--- config.mk ---
export PLATFORM = sky130hd
export DESIGN_NAME = adc_busy_reader
export DESIGN_NICKNAME = d
export VERILOG_FILES = /design/src/rtl/adc_rd_pkg.sv /design/src/rtl/adc_rd_sync.sv /design/src/rtl/adc_rd_shift.sv /design/src/rtl/adc_busy_reader.sv
export SDC_FILE = /design/constraint.sdc
export NUM_CORES = 1
export LEC_CHECK = 0
export BUFFER_PORTS_ARGS = -buffer_cell sky130_fd_sc_hd__buf_2
export CAP_MARGIN = 20
export CELL_PAD_IN_SITES_DETAIL_PLACEMENT = 1
export CELL_PAD_IN_SITES_GLOBAL_PLACEMENT = 1
export CORE_AREA = 2 2 60 119
export DETAILED_ROUTE_END_ITERATION = 8
export DIE_AREA = 0 0 62 121
export GPL_ROUTABILITY_DRIVEN = 1
export PLACE_DENSITY_LB_ADDON = 0.25
export SLEW_MARGIN = 30
export SYNTH_ARGS = -nofsm -noshare
export SYNTH_HDL_FRONTEND = slang
export SYNTH_SLANG_ARGS = --single-unit
--- constraint.sdc ---
create_clock -name clk -period 3.61 [get_ports clk]
set_input_delay 0.1805 -clock clk [delete_from_list [all_inputs] [get_ports clk]]
set_output_delay 0.1805 -clock clk [all_outputs]
set_load 0.05 [all_outputs]
--- src/rtl/adc_rd_pkg.sv ---
package adc_rd_pkg;

    typedef enum logic [2:0] {
        ST_IDLE  = 3'd0,
        ST_CNV   = 3'd1,
        ST_WAIT  = 3'd2,
        ST_SCKH  = 3'd3,
        ST_SCKL  = 3'd4,
        ST_QUIET = 3'd5
    } rd_state_e;

    function automatic int max2(input int a, input int b);
        return (a > b) ? a : b;
    endfunction

endpackage

--- src/rtl/adc_rd_sync.sv ---
module adc_rd_sync #(
    parameter int   STAGES    = 2,
    parameter logic RESET_VAL = 1'b1
) (
    input  logic clk,
    input  logic rst_n,
    input  logic async_i,
    output logic sync_o
);
    logic [STAGES-1:0] chain_d, chain_q;

    always_comb begin
        chain_d = {chain_q[STAGES-2:0], async_i};
    end

    always_ff @(posedge clk) begin
        if (!rst_n) chain_q <= {STAGES{RESET_VAL}};
        else        chain_q <= chain_d;
    end

    assign sync_o = chain_q[STAGES-1];
endmodule

--- src/rtl/adc_rd_shift.sv ---
module adc_rd_shift #(
    parameter int W = 18
) (
    input  logic         clk,
    input  logic         rst_n,
    input  logic         en_i,
    input  logic         bit_i,
    output logic [W-1:0] word_o
);
    logic [W-1:0] word_d, word_q;

    always_comb begin
        word_d = word_q;
        if (en_i) word_d = {word_q[W-2:0], bit_i};
    end

    always_ff @(posedge clk) begin
        if (!rst_n) word_q <= '0;
        else        word_q <= word_d;
    end

    assign word_o = word_q;
endmodule

--- src/rtl/adc_busy_reader.sv ---
module adc_busy_reader
    import adc_rd_pkg::*;
#(
    parameter int DATA_W       = 18,
    parameter int CNV_HIGH_CYC = 3,
    parameter int SCK_HI_CYC   = 2,
    parameter int SCK_LO_CYC   = 4,
    parameter int QUIET_CYC    = 5,
    parameter int TIMEOUT_CYC  = 400
) (
    input  logic              clk,
    input  logic              rst_n,
    input  logic              start_i,
    output logic              busy_o,
    output logic              cnv_o,
    output logic              sck_o,
    input  logic              sdo_i,
    output logic [DATA_W-1:0] data_o,
    output logic              valid_o,
    output logic              timeout_o
);
    localparam int EDGES   = DATA_W + 1;
    localparam int EDGE_W  = $clog2(EDGES + 1);
    localparam int MAX_CYC = max2(max2(CNV_HIGH_CYC, TIMEOUT_CYC),
                                  max2(max2(SCK_HI_CYC, SCK_LO_CYC), QUIET_CYC));
    localparam int CNT_W   = $clog2(MAX_CYC + 1);

    typedef struct packed {
        rd_state_e          st;
        logic [CNT_W-1:0]   cnt;
        logic [EDGE_W-1:0]  edges;
        logic               cnv;
        logic               sck;
        logic               valid;
        logic               tmo;
        logic [DATA_W-1:0]  data;
    } ctl_t;

    ctl_t              ctl_d, ctl_q;
    logic              sdo_s;
    logic              shift_en;
    logic [DATA_W-1:0] shift_word;

    adc_rd_sync #(.STAGES(2), .RESET_VAL(1'b1)) u_sync (
        .clk     (clk),
        .rst_n   (rst_n),
        .async_i (sdo_i),
        .sync_o  (sdo_s)
    );

    adc_rd_shift #(.W(DATA_W)) u_shift (
        .clk    (clk),
        .rst_n  (rst_n),
        .en_i   (shift_en),
        .bit_i  (sdo_s),
        .word_o (shift_word)
    );

    always_comb begin
        ctl_d       = ctl_q;
        ctl_d.valid = 1'b0;
        ctl_d.tmo   = 1'b0;
        shift_en    = 1'b0;
        case (ctl_q.st)
            ST_IDLE: begin
                if (start_i) begin
                    ctl_d.st  = ST_CNV;
                    ctl_d.cnv = 1'b1;
                    ctl_d.cnt = CNT_W'(CNV_HIGH_CYC - 1);
                end
            end
            ST_CNV: begin
                if (ctl_q.cnt == '0) begin
                    ctl_d.st    = ST_WAIT;
                    ctl_d.cnv   = 1'b0;
                    ctl_d.cnt   = CNT_W'(TIMEOUT_CYC - 1);
                    ctl_d.edges = '0;
                end else begin
                    ctl_d.cnt = ctl_q.cnt - 1'b1;
                end
            end
            ST_WAIT: begin
                if (!sdo_s) begin
                    ctl_d.st  = ST_SCKH;
                    ctl_d.sck = 1'b1;
                    ctl_d.cnt = CNT_W'(SCK_HI_CYC - 1);
                end else if (ctl_q.cnt == '0) begin
                    ctl_d.st  = ST_QUIET;
                    ctl_d.tmo = 1'b1;
                    ctl_d.cnt = CNT_W'(QUIET_CYC - 1);
                end else begin
                    ctl_d.cnt = ctl_q.cnt - 1'b1;
                end
            end
            ST_SCKH: begin
                if (ctl_q.cnt == '0) begin
                    ctl_d.st    = ST_SCKL;
                    ctl_d.sck   = 1'b0;
                    ctl_d.cnt   = CNT_W'(SCK_LO_CYC - 1);
                    ctl_d.edges = ctl_q.edges + 1'b1;
                end else begin
                    ctl_d.cnt = ctl_q.cnt - 1'b1;
                end
            end
            ST_SCKL: begin
                if (ctl_q.cnt == '0) begin
                    if (ctl_q.edges == EDGE_W'(EDGES)) begin
                        ctl_d.st    = ST_QUIET;
                        ctl_d.valid = 1'b1;
                        ctl_d.data  = shift_word;
                        ctl_d.cnt   = CNT_W'(QUIET_CYC - 1);
                    end else begin
                        shift_en  = 1'b1;
                        ctl_d.st  = ST_SCKH;
                        ctl_d.sck = 1'b1;
                        ctl_d.cnt = CNT_W'(SCK_HI_CYC - 1);
                    end
                end else begin
                    ctl_d.cnt = ctl_q.cnt - 1'b1;
                end
            end
            ST_QUIET: begin
                if (ctl_q.cnt == '0) ctl_d.st = ST_IDLE;
                else                 ctl_d.cnt = ctl_q.cnt - 1'b1;
            end
            default: ctl_d.st = ST_IDLE;
        endcase
    end

    always_ff @(posedge clk) begin
        if (!rst_n) begin
            ctl_q       <= '0;
            ctl_q.st    <= ST_IDLE;
        end else begin
            ctl_q <= ctl_d;
        end
    end

    assign busy_o    = (ctl_q.st != ST_IDLE);
    assign cnv_o     = ctl_q.cnv;
    assign sck_o     = ctl_q.sck;
    assign data_o    = ctl_q.data;
    assign valid_o   = ctl_q.valid;
    assign timeout_o = ctl_q.tmo;

    // serial clock and convert pulse never overlap
    a_r2_no_clock_during_convert: assert property (@(posedge clk) disable iff (!rst_n)
        sck_o |-> !cnv_o);

    // a convert pulse starts only from an accepted request
    a_r1_convert_from_start: assert property (@(posedge clk) disable iff (!rst_n)
        $rose(cnv_o) |-> ($past(start_i) && !$past(busy_o)));

    // a request while busy does not start another convert pulse
    a_r9_start_ignored_busy: assert property (@(posedge clk) disable iff (!rst_n)
        (busy_o && start_i) |=> !$rose(cnv_o));

    // strobe lasts one cycle
    a_r6_valid_single: assert property (@(posedge clk) disable iff (!rst_n)
        valid_o |=> !valid_o);

    // result only moves with the strobe
    a_r6_data_holds: assert property (@(posedge clk) disable iff (!rst_n)
        !valid_o |-> $stable(data_o));

    // timeout excludes a result and a clock pulse
    a_r7_timeout_exclusive: assert property (@(posedge clk) disable iff (!rst_n)
        timeout_o |-> (!valid_o && !sck_o));

    // the first clock pulse follows a seen-low data line
    a_r3_clock_after_low: assert property (@(posedge clk) disable iff (!rst_n)
        ($rose(sck_o) && $past(ctl_q.st == ST_WAIT)) |-> !$past(sdo_s));
endmodule

==> impl_metrics.env, run 1 <==
export IMPL_cts_max_level=3
export IMPL_dieArea_um2=7500
export IMPL_setup_viol=0
export IMPL_dr_first_iter_drc_count=116
export IMPL_drv_slew=0
export IMPL_initial_core_util_pct=46.7
export IMPL_met3WireLength_um=143
export IMPL_clk_pin_slew_ns=0.05
export IMPL_wl_met2_um=4010
export IMPL_gp_congestion=0.881
export IMPL_multi_input_area_um2=1560
export IMPL_num_rows=42
export IMPL_pwr_share_seq_pct=28.8
export IMPL_ys_types=56
export IMPL_wl_um=7560
export IMPL_core_area_um2=6570
export IMPL_rsz0062_at_grt="no"
export IMPL_areaGrowthSynthToFinish_pct=9.22
export IMPL_clockRootBuffer="clkbuf_16"
export IMPL_hold_buffers=0
export IMPL_dp_cells=433
export IMPL_m1WireLength_um=2960
export IMPL_crit_fanout=19
export IMPL_fmax_mhz=410
export IMPL_ys_ff_latch=59
export IMPL_pwr_share_comb_pct=37.4
export IMPL_tightest_slew_ns=0.923
export IMPL_finalCritPeriodShare_pct=67.6
export IMPL_max_vdd_ir_drop_v=0.000666
export IMPL_cp_arrival_ns=2.69
export IMPL_cap_violations=0
export IMPL_port_buffer_count=26
export IMPL_min_delay_path_class="in2reg"
export IMPL_ant_nets=0
export IMPL_grt_pass1_wl_um=12600
export IMPL_fin_setup_tns_ns=0
export IMPL_overflow=0
export IMPL_grt_max_degree=36
export IMPL_clock_sinks=59
export IMPL_endpoint_kind="flop"
export IMPL_final_cell_area_um2=3350
export IMPL_internal_power_w=0.00176
export IMPL_worstSetupPathType="reg2reg"
export IMPL_antenna_found_initial=0
export IMPL_grt_pass1_vias=2594
export IMPL_p_per_area_nw_per_um2=869
export IMPL_worst_clock_skew_ns=0.00538
export IMPL_p_leak_nw=1.24
export IMPL_wire_per_inst_um=16.8
export IMPL_layout_nets=363
export IMPL_cts_setup_buffers=0
export IMPL_final_cells=449
export IMPL_cts_buffers=9
export IMPL_synth_edff_count=0
export IMPL_seq_area_um2=1180
export IMPL_grt_use_total_pct=22.7
export IMPL_dp_hpwl_um=5290
export IMPL_drcViolationCount=0
export IMPL_die_h_um=121
export IMPL_syn_inst=357
export IMPL_firstDrtPassIters=4
export IMPL_die_x_um=62
export IMPL_placedInstanceArea_um2=3000
export IMPL_drive_above_1_share_pct=16.6
export IMPL_post_route_min_period_ns=2.44
export IMPL_critPathLaunchType="flop"
export IMPL_hold_viol=0
export IMPL_io_pins=27
export IMPL_run_status="completed"
export IMPL_fillers=805
export IMPL_cts_tree="done"
export IMPL_required_ns=3.86
export IMPL_yosys_warnings=0
export IMPL_top_layer="met4"
export IMPL_power_frac_clock_pct=33.7
export IMPL_syn_nets=364
export IMPL_switchingPower_w=0.00115
export IMPL_synth_ff_type="dfxtp_1"
export IMPL_clk_latency_ns=0.33
export IMPL_ys_async_sr_fraction_pct=0
export IMPL_synth_avg_cell_area_um2=8.59
export IMPL_syn_area_um2=3070
export IMPL_cts_resized=0
export IMPL_n_antenna_cell=0
export IMPL_slew_headroom_pct=38.0
export IMPL_ctsLongestPathBuffers=2
export IMPL_swShare_pct=39.4
export IMPL_ys_seq_area_share_pct=38.5
export IMPL_via_per_inst=5.53
export IMPL_num_vias=2485
-- logic make-up after synthesis --
| kind of cell | synth area share, % |
|---|---|
| flops | 38.5 |
| fa+ha+maj | 1.22 |
| buf+inv | 10.7 |
| compound gates | 21.3 |
| simple gates | 27.1 |
| xor+xnor | 1.14 |
-- cell usage in the layout (no fill, tap or decap), drive strengths merged, types with 2 or more instances in the layout --
master	instances
nand2	87
dfxtp	59
a21boi	40
buf	28
o21ai	21
nor2	15
clkbuf	12
a21oi	9
nand3	8
nor3	7
nand4	6
nand2b	5
nor3b	4
and2	4
xor2	4
or4	4
inv	3
o31ai	3
nand3b	3
o2111ai	3
nor2b	3
ha	3
bufinv	3
a211oi	3
and3b	2
a22oi	2
or3	2
-- sequential cells by signal (all words and copies together), names as in the netlist --
signal          cells
cnv_o               1
valid_o             1
timeout_o           1
ctl_q              17
u_sync.chain_q      2
sck_o               1
u_shift.word_o     18
data_o             18
-- per-stage QoR --
stage / utilization [%] / hold slack, ns / setup slack (ns) / total power, W
2_1_floorplan: - / 0.282 / 1.69 / 0.00177
3_3_place_gp: 45.7 / 0.362 / 1.27 / 0.00190
3_5_place_dp: 45.7 / 0.376 / 1.17 / 0.00193
4_1_cts: 51.0 / 0.0370 / 1.15 / 0.00292
5_1_grt: 51.0 / 0.0564 / 0.887 / 0.00307
6_report: 51.0 / 0.0381 / 1.17 / 0.00291
-- final timing paths --
path                                                   start                            to  slack (ns)  cells after the start
worst max-delay path                  ctl_q[27]$_SDFFE_PN0P_            sck_o$_SDFFE_PN0P_        1.17                      7
worst min-delay path                                   sdo_i  u_sync.chain_q[0]$_SDFF_PN1_        0.04                      2
worst max register to register        ctl_q[27]$_SDFFE_PN0P_            sck_o$_SDFFE_PN0P_        1.17                      7
worst min register to register  u_sync.chain_q[0]$_SDFF_PN1_  u_sync.chain_q[1]$_SDFF_PN1_        0.41                      1
-- power by group through the flow --
stage / Combinational (W) / Clock (W) / Sequential (W)
detailed placement: 0.00108 / 0 / 0.000847
floorplan: 0.000961 / 0 / 0.000808
global route: 0.00119 / 0.00103 / 0.000852
finish: 0.00109 / 0.000982 / 0.000839
global placement: 0.00106 / 0 / 0.000841
CTS: 0.00109 / 0.00100 / 0.000833
-- area by class of cell --
type	count	share of cell area [%]
clock inverters	4	2.91
flip-flops and latches	59	35.3
well taps	88	3.29
clock buffers	12	7.36
multi-input cells	255	46.5
repair buffers	28	4.33
inverters	3	0.336
-- critical path, cell delays in order, from the launching register on --
cell and delay [ns]:
dfxtp_1 0.35, inv_1 0.14, ha_1 0.17, nor4b_2 0.38
nand2_2 0.29, nor3_4 0.67, o21ai_0 0.19, a21boi_0 0.18
-- routing by layer --
layer,up-vias,GRT usage (%)
met3,25,4.16
met5,-,0
met1,1192,24.2
li1,1228,-
met4,0,16.4
met2,40,37.5
-- cell usage after synthesis, types with 2 or more instances --
master / n / area share (%)
or4_1: 3 / 0.73
a22oi_1: 2 / 0.49
clkbuf_1: 9 / 1.1
a211oi_1: 2 / 0.49
nand3_1: 6 / 0.98
nand4_1: 6 / 1.2
nand3_4: 2 / 1.1
ha_1: 3 / 1.2
nand2b_1: 5 / 1.0
and2_1: 4 / 0.82
xor2_1: 4 / 1.1
a21oi_1: 9 / 1.5
buf_4: 19 / 4.7
nor3_4: 3 / 1.6
dfxtp_1: 59 / 39
nor3_1: 4 / 0.65
and3b_1: 2 / 0.57
nor2b_1: 3 / 0.61
a21boi_0: 20 / 4.9
nand3b_1: 3 / 0.73
nor3b_1: 4 / 0.98
o21ai_0: 20 / 3.3
buf_6: 7 / 2.6
inv_1: 3 / 0.37
nand2_1: 86 / 11
a21boi_1: 20 / 4.9
o31ai_1: 3 / 0.73
nor2_1: 14 / 1.7
clkbuf_8: 3 / 1.3
o2111ai_1: 3 / 0.86
Note: power is estimated with default switching activity, not from simulation.
==> inputs of run 2 (changes only) <==
CORE_AREA = 2 2 62 122   (was 2 2 60 119)
DIE_AREA = 0 0 64 124   (was 0 0 62 121)
clock period = 2.52 ns   (was 3.61 ns; I/O delays follow)
==> impl_metrics.env, run 2 (synthesized netlist as in run 1, its figures left out) <==
export IMPL_required_ns=2.74
export IMPL_port_buffer_count=26
export IMPL_cts_resized=0
export IMPL_clock_sinks=59
export IMPL_whs_ns=0.212
export IMPL_wl_met2_um=4240
export IMPL_areaGrowthSynthToFinish_pct=9.31
export IMPL_grt_max_degree=36
export IMPL_p_leak_nw=1.25
export IMPL_overflow=0
export IMPL_fmax_mhz=435
export IMPL_p_per_area_nw_per_um2=1180
export IMPL_worstSetupPathType="reg2reg"
export IMPL_gp_congestion=0.851
export IMPL_crit_chain="inv_1 -> ha_1 -> or4b_4 -> nor2_8 -> o21ai_0 -> a32o_1"
export IMPL_endpoint_kind="flop"
export IMPL_top_layer="met4"
export IMPL_antenna_found_initial=0
export IMPL_drcViolationCount=0
export IMPL_fin_setup_tns_ns=0
export IMPL_m1WireLength_um=2810
export IMPL_critPathTopFamily="simple AND/OR/NAND/NOR gates"
export IMPL_layout_common_cells="86 x nand2_1, 59 x dfxtp_1, 26 x buf_2"
export IMPL_min_from="start_i"
export IMPL_seq_area_um2=1180
export IMPL_slew_headroom_pct=50.0
export IMPL_setup_viol=0
export IMPL_dp_hpwl_um=5360
export IMPL_num_rows=43
export IMPL_clk_pin_slew_ns=0.05
export IMPL_min_delay_path_class="in2reg"
export IMPL_max_stage_delay_ns=0.58
export IMPL_grt_use_total_pct=20.9
export IMPL_drive_above_1_share_pct=18.4
export IMPL_post_route_min_period_ns=2.30
export IMPL_max_vdd_ir_drop_v=0.000703
export IMPL_cp_arrival_ns=2.51
export IMPL_crit_fanout=15
export IMPL_hold_viol=0
export IMPL_multi_input_area_um2=1560
export IMPL_dieArea_um2=7940
export IMPL_drv_slew=0
export IMPL_io_pins=27
export IMPL_final_common_cell="nand2_1"
export IMPL_grt_pass1_wl_um=12600
export IMPL_clockRootBuffer="clkbuf_16"
export IMPL_die_x_um=64
export IMPL_firstDrtPassIters=4
export IMPL_met3WireLength_um=151
export IMPL_worst_clock_skew_ns=0.00394
export IMPL_initial_core_util_pct=44.2
export IMPL_run_status="completed"
export IMPL_wl_um=7500
export IMPL_ctsLongestPathBuffers=2
export IMPL_num_vias=2545
export IMPL_post_route_util_pct=48.3
export IMPL_via_per_inst=5.54
export IMPL_cts_tree="done"
export IMPL_dr_first_iter_drc_count=127
export IMPL_ant_nets=0
export IMPL_rsz0062_at_grt="no"
export IMPL_core_area_um2=6940
export IMPL_cap_violations=0
export IMPL_tightest_slew_ns=0.749
export IMPL_n_antenna_cell=0
export IMPL_layout_nets=371
export IMPL_fillers=844
export IMPL_crit_start="ctl_q[27]$_SDFFE_PN0P_"
export IMPL_finalCritPeriodShare_pct=91.1
export IMPL_cpMaxStageDelayCell="or4b_4"
export IMPL_r2r_start="ctl_q[27]$_SDFFE_PN0P_"
export IMPL_die_h_um=124
export IMPL_wire_per_inst_um=16.3
export IMPL_cts_buffers=9
export IMPL_cts_max_level=3
export IMPL_clk_latency_ns=0.33
export IMPL_cp_num_buf_inv=1
export IMPL_critPathLaunchType="flop"
export IMPL_grt_pass1_vias=2620
==> run 2: cell type report <==
type                    count  area share [%]
clock buffers              12            7.65
clock inverters             4           0.747
inverters                   3           0.336
multi-input cells         255            46.5
flip-flops and latches     59            35.3
well taps                  90            3.36
repair buffers             36            6.20
==> run 2: worst paths after layout <==
| path | cells past startpoint | end | slack, ns |
|---|---|---|---|
| hold / removal | 5 | ctl_q[37]$_SDFFE_PN0P_ | 0.21 |
| setup reg to reg | 6 | ctl_q[30]$_SDFFE_PN0P_ | 0.22 |
| setup / recovery | 6 | ctl_q[30]$_SDFFE_PN0P_ | 0.22 |
| hold reg to reg | 1 | u_sync.chain_q[1]$_SDFF_PN1_ | 0.42 |
==> run 2: worst min-delay path: stages <==
cell	delay, ns
buf_2	0.12
nand2_1	0.05
o21ai_0	0.06
o21ai_0	0.07
nor2_1	0.08
==> run 2: power by group <==
group          switching [W]  internal (W)  leakage [nW]
clock               0.000427      0.000714         0.135
sequential          0.000158       0.00103         0.478
combinational        0.00105      0.000566         0.641
==> run 2: repair_timing <==
| action | CTS | global route |
|---|---|---|
| setup buffers | 0 | 0 |
| endpoints found under the hold margin | 1 | 0 |
| hold buffers | 1 | 0 |
| endpoints found under the setup margin | 0 | 0 |
==> run 2: stage by stage <==
stage                     instances  cell area, µm²  worst slack [ns]  power, W
after floorplan                 357            3070             0.605   0.00253
after global placement          442            3060             0.254   0.00277
after detailed placement        442            3060             0.208   0.00281
after CTS                       459            3350             0.189   0.00397
after global routing            459            3350            0.0509   0.00418
final                           459            3350             0.223   0.00394
==> run 2: routing by layer <==
metal  global-route usage (%)  vias to the layer above
li1                         -                     1241
met1                     19.6                     1257
met2                     40.4                       29
met3                     3.43                       18
met4                     13.7                        0
met5                        0                        -
